$ cat src/rtl/syncram_rf_pkg.sv
package syncram_rf_pkg;

   // Origin of the word driven on a read port
   typedef enum logic [1:0] {
      SRC_ZERO = 2'd0,
      SRC_FWD  = 2'd1,
      SRC_BANK = 2'd2
   } rd_src_e;

endpackage

$ cat src/rtl/srf_bank.sv
// One synchronous-read RAM bank: a single write port, NUM_RD read ports.
// Read-first behaviour: a read and a write to one location on the same
// edge return the old contents.
module srf_bank #(
   parameter int unsigned NUM_RD   = 2,
   parameter int unsigned DATA_W   = 32,
   parameter int unsigned NUM_REGS = 32,
   parameter int unsigned ADDR_W   = $clog2(NUM_REGS)
) (
   input  logic                           clk_i,
   input  logic                           rst_ni,
   input  logic                           wr_en_i,
   input  logic [ADDR_W-1:0]              wr_addr_i,
   input  logic [DATA_W-1:0]              wr_data_i,
   input  logic [NUM_RD-1:0][ADDR_W-1:0]  rd_addr_i,
   output logic [NUM_RD-1:0][DATA_W-1:0]  rd_data_o
);

   logic [DATA_W-1:0] mem_q [NUM_REGS];
   logic [NUM_RD-1:0][DATA_W-1:0] rd_q;

   always_ff @(posedge clk_i) begin
      if (wr_en_i) begin
         mem_q[wr_addr_i] <= wr_data_i;
      end
      for (int r = 0; r < NUM_RD; r++) begin
         rd_q[r] <= mem_q[rd_addr_i[r]];
      end
   end

   assign rd_data_o = rd_q;


   bank_wr_chk: assert property (@(posedge clk_i) disable iff (!rst_ni)
      ($past(rst_ni) && $past(wr_en_i)) |-> mem_q[$past(wr_addr_i)] == $past(wr_data_i));

endmodule

$ cat src/rtl/srf_live_table.sv
// Live-value table: one one-hot owner vector per register, naming the write
// port whose bank holds its current value. Lookups are registered to align
// with the bank read latency.
module srf_live_table #(
   parameter int unsigned NUM_RD   = 2,
   parameter int unsigned NUM_WR   = 2,
   parameter int unsigned NUM_REGS = 32,
   parameter int unsigned ADDR_W   = $clog2(NUM_REGS)
) (
   input  logic                           clk_i,
   input  logic                           rst_ni,
   input  logic [NUM_WR-1:0]              wr_en_i,
   input  logic [NUM_WR-1:0][ADDR_W-1:0]  wr_addr_i,
   input  logic [NUM_RD-1:0][ADDR_W-1:0]  rd_addr_i,
   output logic [NUM_RD-1:0][NUM_WR-1:0]  rd_owner_o
);

   localparam logic [NUM_WR-1:0] TOP_PORT_MASK = NUM_WR'(1) << (NUM_WR - 1);

   logic [NUM_WR-1:0] owner_q [NUM_REGS];
   logic [NUM_RD-1:0][NUM_WR-1:0] rd_owner_q;

   // Later ports in the loop overwrite earlier ones: highest index wins.
   always_ff @(posedge clk_i or negedge rst_ni) begin
      if (!rst_ni) begin
         for (int i = 0; i < NUM_REGS; i++) begin
            owner_q[i] <= '0;
         end
         rd_owner_q <= '0;
      end else begin
         for (int w = 0; w < NUM_WR; w++) begin
            if (wr_en_i[w]) begin
               owner_q[wr_addr_i[w]] <= NUM_WR'(1) << w;
            end
         end
         for (int r = 0; r < NUM_RD; r++) begin
            rd_owner_q[r] <= owner_q[rd_addr_i[r]];
         end
      end
   end

   assign rd_owner_o = rd_owner_q;

   generate
      for (genvar r = 0; r < NUM_RD; r++) begin : g_owner_chk

         owner_onehot_chk: assert property (@(posedge clk_i) disable iff (!rst_ni)
            $onehot0(rd_owner_q[r]));
      end
   endgenerate


   owner_prio_chk: assert property (@(posedge clk_i) disable iff (!rst_ni)
      ($past(rst_ni) && $past(wr_en_i[NUM_WR-1]))
         |-> owner_q[$past(wr_addr_i[NUM_WR-1])] == TOP_PORT_MASK);

endmodule

$ cat src/rtl/srf_fwd.sv
// Forwarding stage: keeps each write port's last write for one cycle and
// matches it against the registered read addresses.
module srf_fwd #(
   parameter int unsigned NUM_RD   = 2,
   parameter int unsigned NUM_WR   = 2,
   parameter int unsigned DATA_W   = 32,
   parameter int unsigned NUM_REGS = 32,
   parameter int unsigned ADDR_W   = $clog2(NUM_REGS)
) (
   input  logic                           clk_i,
   input  logic                           rst_ni,
   input  logic [NUM_WR-1:0]              wr_en_i,
   input  logic [NUM_WR-1:0][ADDR_W-1:0]  wr_addr_i,
   input  logic [NUM_WR-1:0][DATA_W-1:0]  wr_data_i,
   input  logic [NUM_RD-1:0][ADDR_W-1:0]  rd_addr_i,
   output logic [NUM_RD-1:0][ADDR_W-1:0]  rd_addr_q_o,
   output logic [NUM_RD-1:0]              hit_o,
   output logic [NUM_RD-1:0][DATA_W-1:0]  fwd_data_o
);

   logic [NUM_WR-1:0]             hold_vld_q;
   logic [NUM_WR-1:0][ADDR_W-1:0] hold_addr_q;
   logic [NUM_WR-1:0][DATA_W-1:0] hold_data_q;
   logic [NUM_RD-1:0][ADDR_W-1:0] rd_addr_q;

   always_ff @(posedge clk_i or negedge rst_ni) begin
      if (!rst_ni) begin
         hold_vld_q  <= '0;
         hold_addr_q <= '0;
         hold_data_q <= '0;
         rd_addr_q   <= '0;
      end else begin
         hold_vld_q <= wr_en_i;
         rd_addr_q  <= rd_addr_i;
         for (int w = 0; w < NUM_WR; w++) begin
            if (wr_en_i[w]) begin
               hold_addr_q[w] <= wr_addr_i[w];
               hold_data_q[w] <= wr_data_i[w];
            end
         end
      end
   end

   // Priority match: the highest matching write port supplies the data.
   always_comb begin
      hit_o      = '0;
      fwd_data_o = '0;
      for (int r = 0; r < NUM_RD; r++) begin
         for (int w = 0; w < NUM_WR; w++) begin
            if (hold_vld_q[w] && (hold_addr_q[w] == rd_addr_q[r])) begin
               hit_o[r]      = 1'b1;
               fwd_data_o[r] = hold_data_q[w];
            end
         end
      end
   end

   assign rd_addr_q_o = rd_addr_q;

   generate
      for (genvar r = 0; r < NUM_RD; r++) begin : g_rd_chk
         for (genvar w = 0; w < NUM_WR; w++) begin : g_wr_chk

            fwd_hit_chk: assert property (@(posedge clk_i) disable iff (!rst_ni)
               ($past(rst_ni) && $past(wr_en_i[w] && (wr_addr_i[w] == rd_addr_i[r])))
                  |-> hit_o[r]);
         end
      end
   endgenerate

endmodule

$ cat src/rtl/syncram_regfile.sv
// Register file on synchronous-read RAM with early read addresses,
// per-write-port banks, a live-value bank selector and write forwarding.
module syncram_regfile
   import syncram_rf_pkg::*;
#(
   parameter int unsigned NUM_RD   = 2,
   parameter int unsigned NUM_WR   = 2,
   parameter int unsigned DATA_W   = 32,
   parameter int unsigned NUM_REGS = 32,
   parameter int unsigned ADDR_W   = $clog2(NUM_REGS)
) (
   input  logic                           clk_i,
   input  logic                           rst_ni,
   input  logic [NUM_RD-1:0][ADDR_W-1:0]  rd_addr_early_i,
   output logic [NUM_RD-1:0][DATA_W-1:0]  rd_data_o,
   input  logic [NUM_WR-1:0]              wr_en_i,
   input  logic [NUM_WR-1:0][ADDR_W-1:0]  wr_addr_i,
   input  logic [NUM_WR-1:0][DATA_W-1:0]  wr_data_i
);

   localparam int unsigned TOP_WR = NUM_WR - 1;

   // Elaboration-time parameter checks
   generate
      if (NUM_RD < 1 || NUM_WR < 1) begin : g_bad_ports
         initial $fatal(1, "syncram_regfile: needs at least one read and one write port");
      end
      if (DATA_W < 1) begin : g_bad_width
         initial $fatal(1, "syncram_regfile: DATA_W must be positive");
      end
      if (NUM_REGS < 2 || (1 << ADDR_W) != NUM_REGS) begin : g_bad_depth
         initial $fatal(1, "syncram_regfile: NUM_REGS must be a power of two, ADDR_W its log2");
      end
   endgenerate

   // Writes to register 0 are dropped before reaching any storage.
   logic [NUM_WR-1:0] wr_en_eff;
   generate
      for (genvar w = 0; w < NUM_WR; w++) begin : g_wr_gate
         assign wr_en_eff[w] = wr_en_i[w] && (wr_addr_i[w] != '0);
      end
   endgenerate

   // One bank per write port
   logic [NUM_WR-1:0][NUM_RD-1:0][DATA_W-1:0] bank_rd;
   generate
      for (genvar w = 0; w < NUM_WR; w++) begin : g_bank
         srf_bank #(
            .NUM_RD   (NUM_RD),
            .DATA_W   (DATA_W),
            .NUM_REGS (NUM_REGS),
            .ADDR_W   (ADDR_W)
         ) u_bank (
            .clk_i     (clk_i),
            .rst_ni    (rst_ni),
            .wr_en_i   (wr_en_eff[w]),
            .wr_addr_i (wr_addr_i[w]),
            .wr_data_i (wr_data_i[w]),
            .rd_addr_i (rd_addr_early_i),
            .rd_data_o (bank_rd[w])
         );
      end
   endgenerate

   logic [NUM_RD-1:0][NUM_WR-1:0] rd_owner;
   srf_live_table #(
      .NUM_RD   (NUM_RD),
      .NUM_WR   (NUM_WR),
      .NUM_REGS (NUM_REGS),
      .ADDR_W   (ADDR_W)
   ) u_live (
      .clk_i      (clk_i),
      .rst_ni     (rst_ni),
      .wr_en_i    (wr_en_eff),
      .wr_addr_i  (wr_addr_i),
      .rd_addr_i  (rd_addr_early_i),
      .rd_owner_o (rd_owner)
   );

   logic [NUM_RD-1:0][ADDR_W-1:0] rd_addr_q;
   logic [NUM_RD-1:0]             fwd_hit;
   logic [NUM_RD-1:0][DATA_W-1:0] fwd_data;
   srf_fwd #(
      .NUM_RD   (NUM_RD),
      .NUM_WR   (NUM_WR),
      .DATA_W   (DATA_W),
      .NUM_REGS (NUM_REGS),
      .ADDR_W   (ADDR_W)
   ) u_fwd (
      .clk_i       (clk_i),
      .rst_ni      (rst_ni),
      .wr_en_i     (wr_en_eff),
      .wr_addr_i   (wr_addr_i),
      .wr_data_i   (wr_data_i),
      .rd_addr_i   (rd_addr_early_i),
      .rd_addr_q_o (rd_addr_q),
      .hit_o       (fwd_hit),
      .fwd_data_o  (fwd_data)
   );

   // Output selection per read port
   rd_src_e [NUM_RD-1:0]          rd_src;
   logic [NUM_RD-1:0][DATA_W-1:0] bank_sel;

   always_comb begin
      for (int r = 0; r < NUM_RD; r++) begin
         bank_sel[r] = '0;
         for (int w = 0; w < NUM_WR; w++) begin
            bank_sel[r] = bank_sel[r] | (bank_rd[w][r] & {DATA_W{rd_owner[r][w]}});
         end
         if (rd_addr_q[r] == '0) begin
            rd_src[r] = SRC_ZERO;
         end else if (fwd_hit[r]) begin
            rd_src[r] = SRC_FWD;
         end else begin
            rd_src[r] = SRC_BANK;
         end
         unique case (rd_src[r])
            SRC_FWD:  rd_data_o[r] = fwd_data[r];
            SRC_BANK: rd_data_o[r] = bank_sel[r];
            default:  rd_data_o[r] = '0;
         endcase
      end
   end

   generate
      for (genvar r = 0; r < NUM_RD; r++) begin : g_port_chk

         zero_read_chk: assert property (@(posedge clk_i) disable iff (!rst_ni)
            ($past(rst_ni) && ($past(rd_addr_early_i[r]) == '0)) |-> (rd_data_o[r] == '0));


         raw_fwd_chk: assert property (@(posedge clk_i) disable iff (!rst_ni)
            ($past(rst_ni) && $past(wr_en_i[TOP_WR] && (wr_addr_i[TOP_WR] != '0)
                                    && (wr_addr_i[TOP_WR] == rd_addr_early_i[r])))
               |-> (rd_data_o[r] == $past(wr_data_i[TOP_WR])));
      end
   endgenerate

endmodule

$ cat config.mk
export PLATFORM = sky130hd
export DESIGN_NAME = syncram_regfile
export DESIGN_NICKNAME = d
export VERILOG_FILES = /design/src/rtl/syncram_rf_pkg.sv /design/src/rtl/srf_bank.sv /design/src/rtl/srf_live_table.sv /design/src/rtl/srf_fwd.sv /design/src/rtl/syncram_regfile.sv
export SDC_FILE = /design/constraint.sdc
export NUM_CORES = 2
export LEC_CHECK = 0
export BUFFER_PORTS_ARGS = -buffer_cell sky130_fd_sc_hd__buf_2
export CAP_MARGIN = 20
export CELL_PAD_IN_SITES_DETAIL_PLACEMENT = 2
export CELL_PAD_IN_SITES_GLOBAL_PLACEMENT = 2
export CORE_MARGIN = 2
export CORE_UTILIZATION = 56
export CTS_BUF_LIST = sky130_fd_sc_hd__clkbuf_2
export DETAILED_ROUTE_END_ITERATION = 6
export GPL_TIMING_DRIVEN = 0
export PLACE_DENSITY_LB_ADDON = 0.1
export SYNTH_ARGS = -nofsm -noshare
export SYNTH_HDL_FRONTEND = slang
export SYNTH_SLANG_ARGS = --single-unit
$ cat constraint.sdc
create_clock -name clk_i -period 6.15 [get_ports clk_i]
set_input_delay 1.23 -clock clk_i [delete_from_list [all_inputs] [get_ports clk_i]]
set_output_delay 1.23 -clock clk_i [all_outputs]
set_load 0.005 [all_outputs]
==> results of run 1 <==
-- stage by stage --
stage,instances,instance area (um^2),TNS (ns)
3_3_place_gp,7822,110000,-2164.47
2_1_floorplan,5184,106000,0
-- cell usage after synthesis, types with 41 or more instances --
cell,instances,share of area
a221oi_1,41,0.0034
a22oi_1,64,0.0046
a32o_1,64,0.0061
buf_1,47,0.0017
buf_2,134,0.0064
buf_4,61,0.0043
clkbuf_1,176,0.0063
dfrtp_1,154,0.037
dfxtp_1,128,0.024
edfxtp_1,2048,0.58
mux2_2,235,0.025
mux2i_1,156,0.015
mux4_2,1169,0.25
nor2_1,145,0.0052
o21ai_0,148,0.0070
o22ai_1,54,0.0032
or3_1,66,0.0039
-- cell families after synthesis --
logic type | after synthesis | synth area share
DFF | 2330 | 0.643
muxes | 1574 | 0.291
AOI/OAI and AO/OA | 460 | 0.0307
buffers and inverters | 424 | 0.0190
and+or+nand+nor | 312 | 0.0143
xor gates and xnor gates | 20 | 0.00166
other | 1 | 0.0000355
==> impl_metrics.env, run 1 <==
export IMPL_outcome="stopped before the end"
export IMPL_haltStage="detailed placement"
export IMPL_tool_error="[ERROR DPL-0033] detailed placement checks failed during check placement."
export IMPL_ys_seq_area_frac=0.643
export IMPL_pin_count=152
export IMPL_synth_edff_count=2048
export IMPL_ys_warn_count=0
export IMPL_gp_congestion=1.07
export IMPL_die_w_um=438
export IMPL_hpwl_um=393000
export IMPL_io_buffers=143
export IMPL_syn_inst=5121
export IMPL_initial_core_util=0.563
export IMPL_yosys_cell_types_count=47
export IMPL_async_reset_ff_frac=0.0661
export IMPL_avgSynthCellArea_um2=20.6
export IMPL_die_y_um=438
export IMPL_syn_area_um2=106000
export IMPL_synth_ff_type="edfxtp_1"
export IMPL_ys_ff_latch=2330
export IMPL_rows=159
==> inputs of run 2 (changes only) <==
--- a/config.mk
+++ b/config.mk
@@ -7,14 +7,11 @@
 export LEC_CHECK = 0
 export BUFFER_PORTS_ARGS = -buffer_cell sky130_fd_sc_hd__buf_2
 export CAP_MARGIN = 20
-export CELL_PAD_IN_SITES_DETAIL_PLACEMENT = 2
-export CELL_PAD_IN_SITES_GLOBAL_PLACEMENT = 2
 export CORE_MARGIN = 2
-export CORE_UTILIZATION = 56
-export CTS_BUF_LIST = sky130_fd_sc_hd__clkbuf_2
+export CORE_UTILIZATION = 40
 export DETAILED_ROUTE_END_ITERATION = 6
 export GPL_TIMING_DRIVEN = 0
-export PLACE_DENSITY_LB_ADDON = 0.1
+export PLACE_DENSITY_LB_ADDON = 0.15
 export SYNTH_ARGS = -nofsm -noshare
 export SYNTH_HDL_FRONTEND = slang
 export SYNTH_SLANG_ARGS = --single-unit
==> run 2 against run 1 <==
The flow now finishes, with violations (max-slew violations). Synthesized area unchanged. Synthesized cell count unchanged.
==> impl_metrics.env, run 2 <==
export IMPL_peakVddDrop_mv=0.228
export IMPL_cp_cell_sequence="xor2_1 > nor4_1 > and3_1 > clkbuf_1 > clkbuf_1 > a32o_1 > buf_2"
export IMPL_synth_compound_area_frac=0.0307
export IMPL_yosys_cell_types_count=47
export IMPL_synth_area_leader_cell="edfxtp_1"
export IMPL_cts_tree="done"
export IMPL_synth_top_family_by_area="multiplexers"
export IMPL_synthDominantCellAreaShare=0.583
export IMPL_slowest_delay_ns=0.59
export IMPL_ys_seq_area_frac=0.643
export IMPL_setup_viol_count_final=0
export IMPL_slew_limit_headroom=-0.0791
export IMPL_synth_ff_type="edfxtp_1"
export IMPL_final_common_cell="edfxtp_1"
export IMPL_grt_start_max_net_pins=105
export IMPL_slowest_stage="a32o_1"
export IMPL_synth_xor_area_frac=0.00166
export IMPL_synth_simple_area_share=0.0143
export IMPL_clockBufferDepth=4
export IMPL_worstHoldPathType="in2async"
export IMPL_synth_common_cells="edfxtp_1 (2,048), mux4_2 (1,169), mux2_2 (235)"
export IMPL_violations="max-slew violations"
export IMPL_cts_hold_buf=0
export IMPL_post_cts_buffers=0
export IMPL_setup_ws_ns=0.796
export IMPL_hold_violations=0
export IMPL_post_route_util=0.474
export IMPL_grt_pass1_vias=64600
export IMPL_slew_violations=1
export IMPL_drc=0
export IMPL_worst_setup_path_start_kind="flip-flop"
export IMPL_synth_most_common_cell="edfxtp_1"
export IMPL_die_y_um=518
export IMPL_layoutNonFillerInstCount=9601
export IMPL_drive_gt1_frac=0.414
export IMPL_cts_inserted_buffers=269
export IMPL_top_register="g_bank.u_bank.mem_q"
export IMPL_wirelength_um=534000
export IMPL_nNetsFinal=5897
export IMPL_die_w_um=518
export IMPL_finalCritPeriodShare=0.871
export IMPL_syn_area_um2=106000
export IMPL_cts_resized=0
export IMPL_dieArea_um2=268000
export IMPL_core_area_um2=263000
export IMPL_globalRouteOverflowTotal=0
export IMPL_cts_htree_levels=5
export IMPL_largest_reg_flops=2048
export IMPL_clk_latency_ns=0.92
export IMPL_antenna_found_initial=90
export IMPL_dp_cells=9051
export IMPL_dp_slack_ns=0.295
export IMPL_drv_cap=0
export IMPL_synth_mux_area_frac=0.291
export IMPL_skew_ns=0.0419
export IMPL_crit_fanout=10
export IMPL_synth_edff_count=2048
export IMPL_rsz0062_at_grt="no"
export IMPL_ys_warn_count=0
export IMPL_clock_sinks=2330
export IMPL_power_mw=39.2
export IMPL_arrival_ns=4.12
export IMPL_vias_per_cell=7.18
export IMPL_final_cell_mix="edfxtp_1 (2,048), mux4_2 (1,169), buf_2 (306), clkbuf_16 (274), mux2_2 (235)"
export IMPL_grt_pass1_wl_um=676000
export IMPL_hpwl_um=381000
export IMPL_tightestPinTransition_ns=1.62
export IMPL_gp_congestion=1.05
export IMPL_crit_type="reg2out"
export IMPL_fmax_mhz=187
export IMPL_rows=188
export IMPL_synth_area_leaders="edfxtp_1 (58%), mux4_2 (25%), dfrtp_1 (3.7%)"
export IMPL_track_usage=0.393
export IMPL_ant_nets=0
export IMPL_power_density_nw_per_um2=315
export IMPL_root_buffer="clkbuf_16"
export IMPL_synth_fa_ha_area_frac=0
export IMPL_area_delta_synth_final_pct=18.0
export IMPL_critPathRequiredTime_ns=4.92
export IMPL_avgSynthCellArea_um2=20.6
export IMPL_vias=68900
export IMPL_syn_inst=5121
export IMPL_p_leak_nw=40.4
export IMPL_layout_min_cycle_time_ns=5.35
export IMPL_critPathCaptureType="primary output"
export IMPL_dr_pass1_iters=6
export IMPL_initial_core_util=0.402
export IMPL_outcome="complete, but fails checks"
export IMPL_cpMostUsedCell="clkbuf_1"
export IMPL_ys_ff_latch=2330
export IMPL_async_reset_ff_frac=0.0661
export IMPL_drt_iter0_markers=12800
export IMPL_io_buffers=143
export IMPL_clkTransAtPathRegs_ns=0.06
export IMPL_avgRoutedWirePerCell_um=55.6
export IMPL_pin_count=152
[run 2: cell counts after synthesis]
Identical to the previous run, type by type.
[run 2: final cells by class]
type / count / area [um^2]
timing repair buffer: 354 / 5080
fill: 21800 / 138000
clock inverter: 119 / 1110
tap: 3515 / 4400
sequential: 2330 / 67900
buffer: 421 / 2110
inverter: 3 / 11.3
clock buffer: 370 / 7420
antenna: 59 / 148
multi-input combinational: 2430 / 36300
[run 2: worst max-delay path, delay by kind of cell, from the launching register on]
kind	cells	cell delay (ns)
compound gates	1	0.59
xor+xnor	1	0.18
simple gates	2	0.77
buf+inv	3	1.17
flops	1	0.49
[run 2: worst paths after layout]
kind	startpoint	to	slack (ns)	cells after the start
min reg2reg	u_live.owner_q[63]	u_live.owner_q[63]	0.51	1
min	rst_ni	u_fwd.rd_addr_q_o[9]	0.26	1
max in group asynchronous	rst_ni	u_fwd.hold_data_q[50]	4.77	2
max	u_fwd.hold_addr_q[7]	rd_data_o[29]	0.80	7
min in group clk_i	rd_addr_early_i[9]	u_fwd.rd_addr_q_o[9]	0.47	1
max reg2reg	g_bank[0].u_bank.mem_q[0][19]	g_bank[0].u_bank.rd_data_o[19]	3.68	4
[run 2: per-layer routing]
layer  vias up  wire, um  global-route usage
met5         -       221             0.00196
met4        28     49700               0.308
met3      1429     70700               0.130
met2      6297    229000               0.562
met1     37500    184000               0.491
li1      23700         -                   -
[run 2: logic make-up after synthesis]
logic type | Yosys count
other cells | 1
flops | 2330
compound gates | 460
mux | 1574
xor+xnor | 20
simple gates | 312
buf+inv | 424
[run 2: power breakdown]
part | switching [mW] | internal, mW | total, mW
registers | 0.623 | 17.7 | 18.3
logic | 3.15 | 1.75 | 4.91
clock network | 6.96 | 8.99 | 16.0
total | 10.7 | 28.4 | 39.2
[run 2: stage by stage]
stage               hold WS, ns  instance area [um^2]   TNS, ns
global placement          0.454                111000  -2441.93
floorplan                 0.441                106000         0
CTS                       0.248                124000         0
global route              0.291                124000         0
detailed placement        0.475                116000         0
finish                    0.255                125000         0
Power figures use the tool's default switching activity.
